### config.mk
export PLATFORM = sky130hd
export DESIGN_NAME = iop_decoder
export DESIGN_NICKNAME = d
export VERILOG_FILES = /design/src/rtl/iop_pkg.sv /design/src/rtl/iop_decode.sv /design/src/rtl/iop_sysregs.sv /design/src/rtl/iop_rdmux.sv /design/src/rtl/iop_decoder.sv
export SDC_FILE = /design/constraint.sdc
export NUM_CORES = 1
export LEC_CHECK = 0
export BUFFER_PORTS_ARGS = -buffer_cell sky130_fd_sc_hd__buf_4
export CAP_MARGIN = 20
export CELL_PAD_IN_SITES_DETAIL_PLACEMENT = 1
export CELL_PAD_IN_SITES_GLOBAL_PLACEMENT = 2
export CORE_MARGIN = 2
export CORE_UTILIZATION = 29
export CTS_BUF_LIST = sky130_fd_sc_hd__clkbuf_8
export DETAILED_ROUTE_END_ITERATION = 7
export PLACE_DENSITY = 0.85
export SLEW_MARGIN = 25
export SYNTH_ARGS = -nofsm -noshare
export SYNTH_HDL_FRONTEND = slang
export SYNTH_SLANG_ARGS = --single-unit
### constraint.sdc
create_clock -name clk_i -period 6.7 [get_ports clk_i]
set_clock_uncertainty 0.15 [all_clocks]
set_input_delay 0.335 -clock clk_i [delete_from_list [all_inputs] [get_ports clk_i]]
set_output_delay 0.335 -clock clk_i [all_outputs]
set_load 0.1 [all_outputs]
### src/rtl/iop_pkg.sv
package iop_pkg;

  localparam logic [15:0] A_ONE     = 16'o177750;
  localparam logic [15:0] A_SWITCH  = 16'o177570;
  localparam logic [15:0] A_LPSTAT  = 16'o177514;
  localparam logic [15:0] A_CONSTAT = 16'o177564;
  localparam logic [15:0] A_CONBUF  = 16'o177566;
  localparam logic [15:0] A_PSW     = 16'o177776;
  localparam logic [15:0] A_SLIM    = 16'o177774;
  localparam logic [15:0] A_CPUERR  = 16'o177766;
  localparam logic [15:0] A_PIRQ    = 16'o177772;
  localparam logic [15:0] A_LCLK    = 16'o177546;
  localparam logic [15:0] A_CACHE   = 16'o177746;
  localparam logic [15:0] A_WINDOW  = 16'o177700;

  typedef enum logic [3:0] {
    T_NONE, T_BAD, T_ONE, T_C80, T_PSW, T_SLIM, T_WINDOW,
    T_CPUERR, T_PIRQ, T_LCLK, T_CACHE, T_CONBUF
  } tgt_e;

  localparam int unsigned PIDX_PIRQ = 0;
  localparam int unsigned PIDX_LCLK = 1;
  localparam int unsigned NPLAIN    = 2;

  function automatic logic [15:0] byte_merge(logic [15:0] old, logic [7:0] b, logic hi);
    return hi ? {b, old[7:0]} : {old[15:8], b};
  endfunction

  function automatic logic [15:0] lane_pick(logic [15:0] v, logic byt, logic hi);
    if (!byt) return v;
    return hi ? {8'h00, v[15:8]} : {8'h00, v[7:0]};
  endfunction

endpackage

### src/rtl/iop_decode.sv
module iop_decode
  import iop_pkg::*;
#(
  parameter logic [15:0] IO_BASE = 16'o160000
) (
  input  logic [15:0] addr_i,
  input  logic        byte_i,
  input  logic        wr_i,
  output tgt_e        tgt_o
);

  logic [15:0] wa;
  assign wa = {addr_i[15:1], 1'b0};

  always_comb begin
    tgt_o = T_BAD;
    if (addr_i < IO_BASE) begin
      tgt_o = T_NONE;
    end else if (addr_i[15:4] == A_WINDOW[15:4]) begin
      tgt_o = (wr_i && byte_i) ? T_BAD : T_WINDOW;
    end else if (!byte_i && addr_i[0]) begin
      tgt_o = T_BAD;
    end else begin
      case (wa)
        A_ONE:                        tgt_o = wr_i ? T_BAD : T_ONE;
        A_SWITCH, A_LPSTAT, A_CONSTAT: tgt_o = wr_i ? T_BAD : T_C80;
        A_PSW:                        tgt_o = T_PSW;
        A_SLIM:                       tgt_o = T_SLIM;
        A_CPUERR:                     tgt_o = T_CPUERR;
        A_PIRQ:                       tgt_o = T_PIRQ;
        A_LCLK:                       tgt_o = T_LCLK;
        A_CACHE:                      tgt_o = wr_i ? T_CACHE : T_BAD;
        A_CONBUF:                     tgt_o = wr_i ? T_CONBUF : T_BAD;
        default:                      tgt_o = T_BAD;
      endcase
    end
  end

endmodule

### src/rtl/iop_sysregs.sv
module iop_sysregs
  import iop_pkg::*;
#(
  parameter int unsigned DW = 16,
  parameter int unsigned NP = NPLAIN
) (
  input  logic                  clk_i,
  input  logic                  rst_ni,
  input  logic [NP-1:0]         plain_we_i,
  input  logic [NP-1:0][DW-1:0] plain_d_i,
  input  logic                  err_clr_i,
  input  logic [DW-1:0]         err_set_i,
  output logic [NP-1:0][DW-1:0] plain_q_o,
  output logic [DW-1:0]         err_q_o
);

  for (genvar g = 0; g < NP; g++) begin : g_plain
    always_ff @(posedge clk_i or negedge rst_ni) begin
      if (!rst_ni)            plain_q_o[g] <= '0;
      else if (plain_we_i[g]) plain_q_o[g] <= plain_d_i[g];
    end
  end

  // clear drops old bits only; bits raised this cycle survive
  always_ff @(posedge clk_i or negedge rst_ni) begin
    if (!rst_ni) err_q_o <= '0;
    else         err_q_o <= (err_clr_i ? '0 : err_q_o) | err_set_i;
  end

endmodule

### src/rtl/iop_rdmux.sv
module iop_rdmux
  import iop_pkg::*;
#(
  parameter int unsigned DW = 16
) (
  input  tgt_e          tgt_i,
  input  logic          act_i,
  input  logic          rd_i,
  input  logic          byte_i,
  input  logic          hi_i,
  input  logic [DW-1:0] psw_i,
  input  logic [DW-1:0] slim_i,
  input  logic [DW-1:0] win_i,
  input  logic [DW-1:0] err_i,
  input  logic [DW-1:0] pirq_i,
  input  logic [DW-1:0] lclk_i,
  output logic [DW-1:0] rdata_o
);

  localparam logic [DW-1:0] ALL_ONES = '1;
  localparam logic [DW-1:0] V_ONE    = DW'(1);
  localparam logic [DW-1:0] V_C80    = DW'(16'h0080);

  logic [DW-1:0] sel;

  always_comb begin
    case (tgt_i)
      T_ONE:    sel = lane_pick(V_ONE, byte_i, hi_i);
      T_C80:    sel = lane_pick(V_C80, byte_i, hi_i);
      T_PSW:    sel = lane_pick(psw_i, byte_i, hi_i);
      T_SLIM:   sel = lane_pick(slim_i, byte_i, hi_i);
      T_CPUERR: sel = lane_pick(err_i, byte_i, hi_i);
      T_PIRQ:   sel = lane_pick(pirq_i, byte_i, hi_i);
      T_LCLK:   sel = lane_pick(lclk_i, byte_i, hi_i);
      T_WINDOW: sel = byte_i ? {8'h00, win_i[7:0]} : win_i;
      default:  sel = '0;
    endcase
    if (!act_i)              rdata_o = '0;
    else if (tgt_i == T_BAD) rdata_o = ALL_ONES;
    else if (rd_i)           rdata_o = sel;
    else                     rdata_o = '0;
  end

endmodule

### src/rtl/iop_decoder.sv
module iop_decoder
  import iop_pkg::*;
#(
  parameter logic [15:0] IO_BASE = 16'o160000,
  parameter int unsigned CHAR_W  = 7
) (
  input  logic              clk_i,
  input  logic              rst_ni,
  input  logic [15:0]       addr_i,
  input  logic              byte_i,
  input  logic              rd_i,
  input  logic              wr_i,
  input  logic [15:0]       wdata_i,
  output logic [15:0]       rdata_o,
  output logic              bus_err_o,
  input  logic [15:0]       psw_i,
  output logic              psw_we_o,
  output logic [15:0]       psw_wdata_o,
  input  logic [15:0]       slim_i,
  output logic              slim_we_o,
  output logic [15:0]       slim_wdata_o,
  output logic [3:0]        reg_idx_o,
  input  logic [15:0]       reg_rdata_i,
  output logic              reg_we_o,
  output logic [15:0]       reg_wdata_o,
  input  logic [15:0]       err_set_i,
  output logic              con_valid_o,
  output logic [CHAR_W-1:0] con_char_o
);

  localparam int unsigned DW = 16;

  tgt_e                     tgt;
  logic                     act, wr_act, rd_act, hi;
  logic [DW-1:0]            con_val;
  logic [NPLAIN-1:0]        plain_we;
  logic [NPLAIN-1:0][DW-1:0] plain_d, plain_q;
  logic [DW-1:0]            pirq_q, lclk_q, err_q;
  logic                     err_clr;

  assign act    = rd_i | wr_i;
  assign wr_act = wr_i;
  assign rd_act = rd_i & ~wr_i;
  assign hi     = addr_i[0];

  iop_decode #(.IO_BASE(IO_BASE)) u_dec (
    .addr_i (addr_i),
    .byte_i (byte_i),
    .wr_i   (wr_i),
    .tgt_o  (tgt)
  );

  function automatic logic [DW-1:0] wr_value(logic [DW-1:0] old);
    return byte_i ? byte_merge(old, wdata_i[7:0], hi) : wdata_i;
  endfunction

  assign bus_err_o    = act && (tgt == T_BAD);

  assign psw_we_o     = wr_act && (tgt == T_PSW);
  assign psw_wdata_o  = wr_value(psw_i);
  assign slim_we_o    = wr_act && (tgt == T_SLIM);
  assign slim_wdata_o = wr_value(slim_i);

  assign reg_idx_o    = addr_i[3:0];
  assign reg_we_o     = wr_act && (tgt == T_WINDOW);
  assign reg_wdata_o  = wdata_i;

  assign con_val      = byte_i ? {8'h00, wdata_i[7:0]} : wdata_i;
  assign con_valid_o  = wr_act && (tgt == T_CONBUF) && (con_val != '0);
  assign con_char_o   = con_val[CHAR_W-1:0];

  assign plain_we[PIDX_PIRQ] = wr_act && (tgt == T_PIRQ);
  assign plain_we[PIDX_LCLK] = wr_act && (tgt == T_LCLK);
  assign pirq_q              = plain_q[PIDX_PIRQ];
  assign lclk_q              = plain_q[PIDX_LCLK];
  assign plain_d[PIDX_PIRQ]  = wr_value(pirq_q);
  assign plain_d[PIDX_LCLK]  = wr_value(lclk_q);
  assign err_clr             = wr_act && (tgt == T_CPUERR);

  iop_sysregs #(.DW(DW), .NP(NPLAIN)) u_regs (
    .clk_i      (clk_i),
    .rst_ni     (rst_ni),
    .plain_we_i (plain_we),
    .plain_d_i  (plain_d),
    .err_clr_i  (err_clr),
    .err_set_i  (err_set_i),
    .plain_q_o  (plain_q),
    .err_q_o    (err_q)
  );

  iop_rdmux #(.DW(DW)) u_rd (
    .tgt_i   (tgt),
    .act_i   (act),
    .rd_i    (rd_act),
    .byte_i  (byte_i),
    .hi_i    (hi),
    .psw_i   (psw_i),
    .slim_i  (slim_i),
    .win_i   (reg_rdata_i),
    .err_i   (err_q),
    .pirq_i  (pirq_q),
    .lclk_i  (lclk_q),
    .rdata_o (rdata_o)
  );

endmodule

# Yosys cells after proc, flatten, opt, wreduce, memory -nomap -nowiden
# Cells that the tools add are included.
[totals]
ff_bits = 48
latch_bits = 0
ram_bits = 0
rom_bits = 0
out_inout_bits = 80
wordCells = 103
mem_count = 0
[classes]
addsub = 0
multipliers = 0
div = 0
n_lt_le_gt_ge = 1
eq_ne = 24
n_shift = 0
n_mux = 51
bitwise_logic = 4
reduce_logical = 18
[op_table]
columns = ["cell", "n"]
rows = [
  ["two-way mux 16 bit", 26],
  ["equality test 15 bit, second input constant", 11],
  ["case mux 16 bit (8 select lines)", 1],
  ["two-way mux 8 bit", 6],
  ["case mux 4 bit (9 select lines)", 1],
  ["two-way mux 4 bit", 5],
  ["equality test 4 x 3 -> 1 bit, second input constant", 4],
  ["< comparator 16 bit, second input constant", 1],
  ["bitwise OR 16 bit", 1],
  ["nonzero test 16 bit", 1],
  ["equality test 12 bit, second input constant", 1],
  ["equality test 4 bit, second input constant", 3],
  ["logical AND 1 bit", 11],
  ["two-way mux 1 bit", 9],
  ["equality test 4 x 2 -> 1 bit, second input constant", 2],
  ["AND reduction 2 bit", 4],
  ["equality test 4 x 1 -> 1 bit, second input constant", 1],
  ["two-way mux 2 bit", 2],
  ["inequality test 2 bit, second input constant", 2],
  ["two-way mux 3 bit", 1],
  ["OR reduction 3 bit", 1],
  ["AND 1 bit", 1],
  ["zero test 1 bit", 1],
  ["inverter 1 bit", 1],
  ["bitwise OR 1 bit", 1],
]

# Longest topological paths before layout
[depth]
depth_word = 13
mapped_depth = 11
depth_no_buf = 8

# Modules after synthesis
# Synthesis repeated with hierarchy kept, for this count alone.
[hier_totals]
cells_unflattened = 487
hier_area_um2 = 4605.7
[modules_own_cells]
columns = ["mod", "instances", "cells_each", "area_per_inst_um2"]
rows = [
  ["iop_sysregs", 1, 102, 1828.0],
  ["iop_rdmux", 1, 156, 1267.5],
  ["iop_decoder", 1, 180, 1182.4],
  ["iop_decode", 1, 49, 327.8],
]

# Least setup slack after synthesis
# Ideal clock, no wire load.
[synth_path]
path_type = "input-to-output"
startpoint = "in addr_i[7]"
endpoint = "out rdata_o[9]"
arrival_ns = 4.053
required_time_ns = 6.215
setup_slack_ns = 2.162
cell_stages = 11
cell_sequence = "buf_6 -> maj3_2 -> and3_1 -> a31o_4 -> o21bai_4 -> buf_6 -> nand4b_1 -> nor2_2 -> buf_2 -> a31oi_1 -> a31oi_1"
[synth_between]
elab_chain_len = 11
word_cells_on_any_way = 31
cone_classes = "1 x order compare; 21 x eq/ne; 8 x mux; 1 x reduce/logical"
[synth_rtl]
columns = ["item", "line", "text"]
rows = [
  ["start: declaration", "iop_decoder.sv:9", "input logic [15:0] addr_i,"],
  ["equality test 15 bit", "iop_decode.sv:24", "case (wa)"],
  ["OR reduction 3 bit", "iop_decode.sv:24", ""],
  ["case mux 4 bit (9 select lines)", "iop_decode.sv:24", ""],
  ["two-way mux 4 bit", "iop_decode.sv:21", "end else if (!byte_i && addr_i[0]) begin"],
  ["two-way mux 4 bit", "iop_decode.sv:19", "end else if (addr_i[15:4] == A_WINDOW[15:4]) begin"],
  ["two-way mux 4 bit (*)", "iop_decode.sv:17", "if (addr_i < IO_BASE) begin"],
  ["equality test 4 x 3 -> 1 bit, or another cell as far along", "iop_rdmux.sv:27", "case (tgt_i)"],
  ["case mux 16 bit (8 select lines)", "iop_rdmux.sv:27", ""],
  ["two-way mux 16 bit", "iop_rdmux.sv:40", "else if (rd_i) rdata_o = sel;"],
  ["two-way mux 16 bit (*)", "iop_rdmux.sv:39", "else if (tgt_i == T_BAD) rdata_o = ALL_ONES;"],
  ["two-way mux 16 bit (*)", "iop_rdmux.sv:38", "if (!act_i) rdata_o = '0;"],
  ["end: declaration", "iop_decoder.sv:14", "output logic [15:0] rdata_o,"],
]
# Every way passes the cells marked *; elsewhere a longest branch is shown, timed or not.

# Worst setup path in the final report
[layout_path]
startpoint = "in byte_i"
endpoint = "out rdata_o[7]"
[layout_between]
elab_chain_len = 10
word_cells_on_any_way = 35
cone_classes = "9 x eq/ne; 23 x mux; 3 x reduce/logical"
[layout_rtl]
columns = ["item", "line", "text"]
rows = [
  ["start: declaration", "iop_decoder.sv:10", "input logic byte_i,"],
  ["zero test 1 bit", "n/a", ""],
  ["logical AND 1 bit", "iop_decode.sv:21", ""],
  ["two-way mux 4 bit", "iop_decode.sv:21", ""],
  ["two-way mux 4 bit", "iop_decode.sv:19", ""],
  ["two-way mux 4 bit", "iop_decode.sv:17", ""],
  ["equality test 4 x 3 -> 1 bit, or another cell as far along", "iop_rdmux.sv:27", ""],
  ["case mux 16 bit (8 select lines)", "iop_rdmux.sv:27", ""],
  ["two-way mux 16 bit", "iop_rdmux.sv:40", ""],
  ["two-way mux 16 bit (*)", "iop_rdmux.sv:39", ""],
  ["two-way mux 16 bit (*)", "iop_rdmux.sv:38", ""],
]
# Every way passes the cells marked *; elsewhere a longest branch is shown, timed or not. The select of a mux whose other input is x is not followed.

==> results.py <==
metrics = {
    "run_status": {
        "status": "finished, final reports clean",
    },
    "clock_network": {
        "clockBufferDepth": 2,
        "htree_levels": 2,
        "post_cts.repair.setup_buffers": 0,
        "clk_pin_slew_ns": 0.10,
        "cts_tree": "built",
        "cts_root_buffer": "clkbuf_8",
        "worstSkewPairLatency_ns": 0.30,
        "cts_made_buffers": 5,
        "cts_sinks": 48,
    },
    "global_route": {
        "grt_pass1_wl_mm": 31.1,
        "grtUsageTotal_pct": 24.6,
        "grt_start_max_net_pins": 59,
        "first_global_vias": 5408,
        "grt-ovfl-total": 0,
        "antenna_found_initial": 1,
    },
    "route": {
        "dr.first_iter.drc_count": 368,
        "top_layer_used": "met4",
        "ant_nets": 0,
        "wl_mm": 20.4,
        "drc": 0,
        "routed-wl-met3_mm": 1.10,
        "wl_met1_mm": 8.56,
        "drt-pass1-iter-count": 5,
        "via_count": 5208,
        "viasPerCell": 5.77,
        "wl_per_cell_um": 22.6,
        "dr_wl_met2_mm": 10.1,
    },
    "timing": {
        "post-route-period-util_pct": 59.5,
        "finalHoldViolations": 0,
        "rsz0062_at_grt": "false",
        "layout_setup_ws_ns": 2.71,
        "setup_viol": 0,
        "finalMaxSlewViolations": 0,
        "worst_pin_slew_ns": 0.754,
        "max_freq_mhz": 251,
        "tns_ns": 0,
        "finalCriticalPeriod_ns": 3.99,
        "max_slew_margin_pct": 48.4,
    },
    "logic_synthesis": {
        "yosysWarningCount": 0,
        "synth_cells": 590,
        "seq_area_frac_synth_pct": 26.9,
        "syn_nets": 691,
        "async_flop_share_pct": 100,
        "synth_enable_flop_cells": 0,
        "ys_ff_latch": 48,
        "avgSynthCellArea_um2": 7.56,
        "synth_area_um2": 4460,
        "ys_types": 65,
        "ys.flop_type": "dfrtp_1",
    },
    "min_path": {
        "hold_path.class": "in -> reg",
    },
    "die": {
        "fp-row-count": 45,
        "die_area_um2": 16400,
        "core_um2": 15100,
        "start_util_pct": 29.6,
        "ioPinCount": 181,
        "die_w_um": 128,
        "die-height_um": 128,
    },
    "finish": {
        "num_antenna_cells": 0,
        "drive_above_1_share_pct": 32.1,
        "n_fill_cell": 1824,
        "nNetsFinal": 814,
        "area_delta_synth_final_pct": 30.3,
        "fin_util_pct": 38.5,
        "stdcell_area_um2": 5810,
    },
    "placed_design": {
        "place_ws_ns": 2.67,
        "placedInstanceArea_um2": 5700,
        "portBuffers": 180,
        "dp_hpwl_mm": 15.7,
        "gp_congestion": 0.901,
    },
    "power": {
        "p_leak_nw": 2.61,
        "finalPower_mw": 0.889,
        "peakVddDrop_v": 0.0000816,
        "power.density_nw_per_um2": 153,
    },
    "worst_setup_path": {
        "crit_chain": "buf_4 -> inv_1 -> nand2_1 -> nand3b_1 -> a221o_1 -> o21ai_2 -> nor2_2 -> a2111oi_0 -> a21oi_1 -> buf_4",
        "crit_path_frequent_cell": "buf_4",
        "start_kind": "input pin",
        "cp_max_fo": 45,
        "end_kind": "output pin",
        "crit_type": "in -> out",
        "cpLargestDelayFamily": "compound AO/OA/AOI/OAI gates",
        "path_buf_inv": 3,
        "cp.required_ns": 6.21,
        "cp_slowest_cell": "o21ai_2",
        "cpPeakStageDelay_ns": 0.65,
        "worst_ep_arrival_time_ns": 3.50,
    },
    "run": {
        "maxCapViolCount": 0,
    },
}
## metal layers
metal,global-route usage [%],vias up
met4,8.47,0
li1,-,2392
met1,31.7,2563
met5,0,-
met3,3.63,36
met2,42.3,217
## final cells by class
type                    instances  area, um2  area share (%)
repair buffers                183       1380            23.7
clock inverters                 2       13.8           0.237
flip-flops and latches         48       1200            20.7
well taps                     188        235            4.05
clock buffers                   6       82.6            1.42
multi-input cells             471       2890            49.7
inverters                       4       15.0           0.258
## cell usage in the layout (no fill, tap or decap), drive strengths merged, types with 11 or more instances in the layout
cell type and count:
a21o 17, a21oi 36, a221oi 12, a22o 11, a22oi 12, a31oi 27, buf 182, dfrtp 48
mux2 21, mux2i 14, nand2 145, nand2b 26, nor2 25, o22ai 38
## synthesized netlist by cell type, types with 3 or more instances
library cell	n	area, um2
a21o_1	17	128
a21oi_1	36	180
a221oi_1	12	105
a22o_1	11	96.3
a22oi_1	12	90.1
a31oi_1	27	169
and2_1	6	37.5
and3_1	10	62.6
and4_1	3	26.3
buf_2	7	35.0
buf_4	28	210
clkbuf_1	28	105
dfrtp_1	48	1200
inv_1	3	11.3
mux2_2	21	236
mux2i_1	14	140
nand2_1	144	541
nand2b_1	26	163
nand3_1	10	50.1
nor2_1	23	86.3
nor2b_1	4	25.0
nor3_1	3	15.0
nor4_1	6	37.5
o21ai_0	7	35.0
o22ai_1	38	238
## worst register-to-register path, cell delays in order, from the launching register on
cell	delay [ns]
dfrtp_1	0.45
o22ai_1	0.21
a21oi_1	0.11
## registers in the layout, indices dropped and copies added, names as in the netlist
register / flops
u_regs.err_q_o: 16
u_regs.plain_q_o: 32
## path summary, 6_finish.rpt
path | startpoint | endpoint | slack [ns] | cells past startpoint
worst min register to register | u_regs.err_q_o[7]$_DFF_PN0_ | u_regs.err_q_o[7]$_DFF_PN0_ | 0.34 | 1
worst max register to register | u_regs.plain_q_o[11]$_DFFE_PN0P_ | u_regs.plain_q_o[11]$_DFFE_PN0P_ | 5.65 | 2
worst max-delay path | byte_i | rdata_o[7] | 2.71 | 10
min in group asynchronous | rst_ni | u_regs.plain_q_o[13]$_DFFE_PN0P_ | 0.45 | 2
worst min-delay path | err_set_i[15] | u_regs.err_q_o[15]$_DFF_PN0_ | 0.05 | 2
max in group asynchronous | rst_ni | u_regs.err_q_o[2]$_DFF_PN0_ | 5.51 | 2
## power breakdown
| group | leakage, nW | switching, mW | internal [mW] | total (mW) |
|---|---|---|---|---|
| registers | 0.587 | 0.0000524 | 0.290 | 0.290 |
| clock network | 0.0516 | 0.111 | 0.0849 | 0.195 |
| logic | 1.97 | 0.301 | 0.102 | 0.404 |
| total | 2.61 | 0.412 | 0.477 | 0.889 |
## what timing repair did
action | in CTS | in global routing
gates resized for setup | 0 | 0
hold buffers | 1 | 0
endpoints found under the hold margin | 48 | 0
## logic make-up (layout without fill, tap and decap cells)
| family | Yosys count | after routing | synth area share (%) |
|---|---|---|---|
| simple gates | 251 | 251 | 26.6 |
| mux | 35 | 35 | 8.45 |
| compound gates | 183 | 183 | 28.7 |
| buf+inv | 71 | 195 | 8.87 |
| flops | 48 | 48 | 26.9 |
| xor+xnor | 1 | 1 | 0.196 |
| fa+ha+maj | 1 | 1 | 0.253 |
## per-stage QoR
| stage | instances | hold slack, ns |
|---|---|---|
| CTS | 902 | 0.0404 |
| detailed placement | 893 | 0.258 |
| global placement | 893 | 0.248 |
| floorplan | 590 | -0.111 |
| finish | 902 | 0.0504 |
| global route | 902 | 0.0412 |
(Power assumes the default switching activity.)
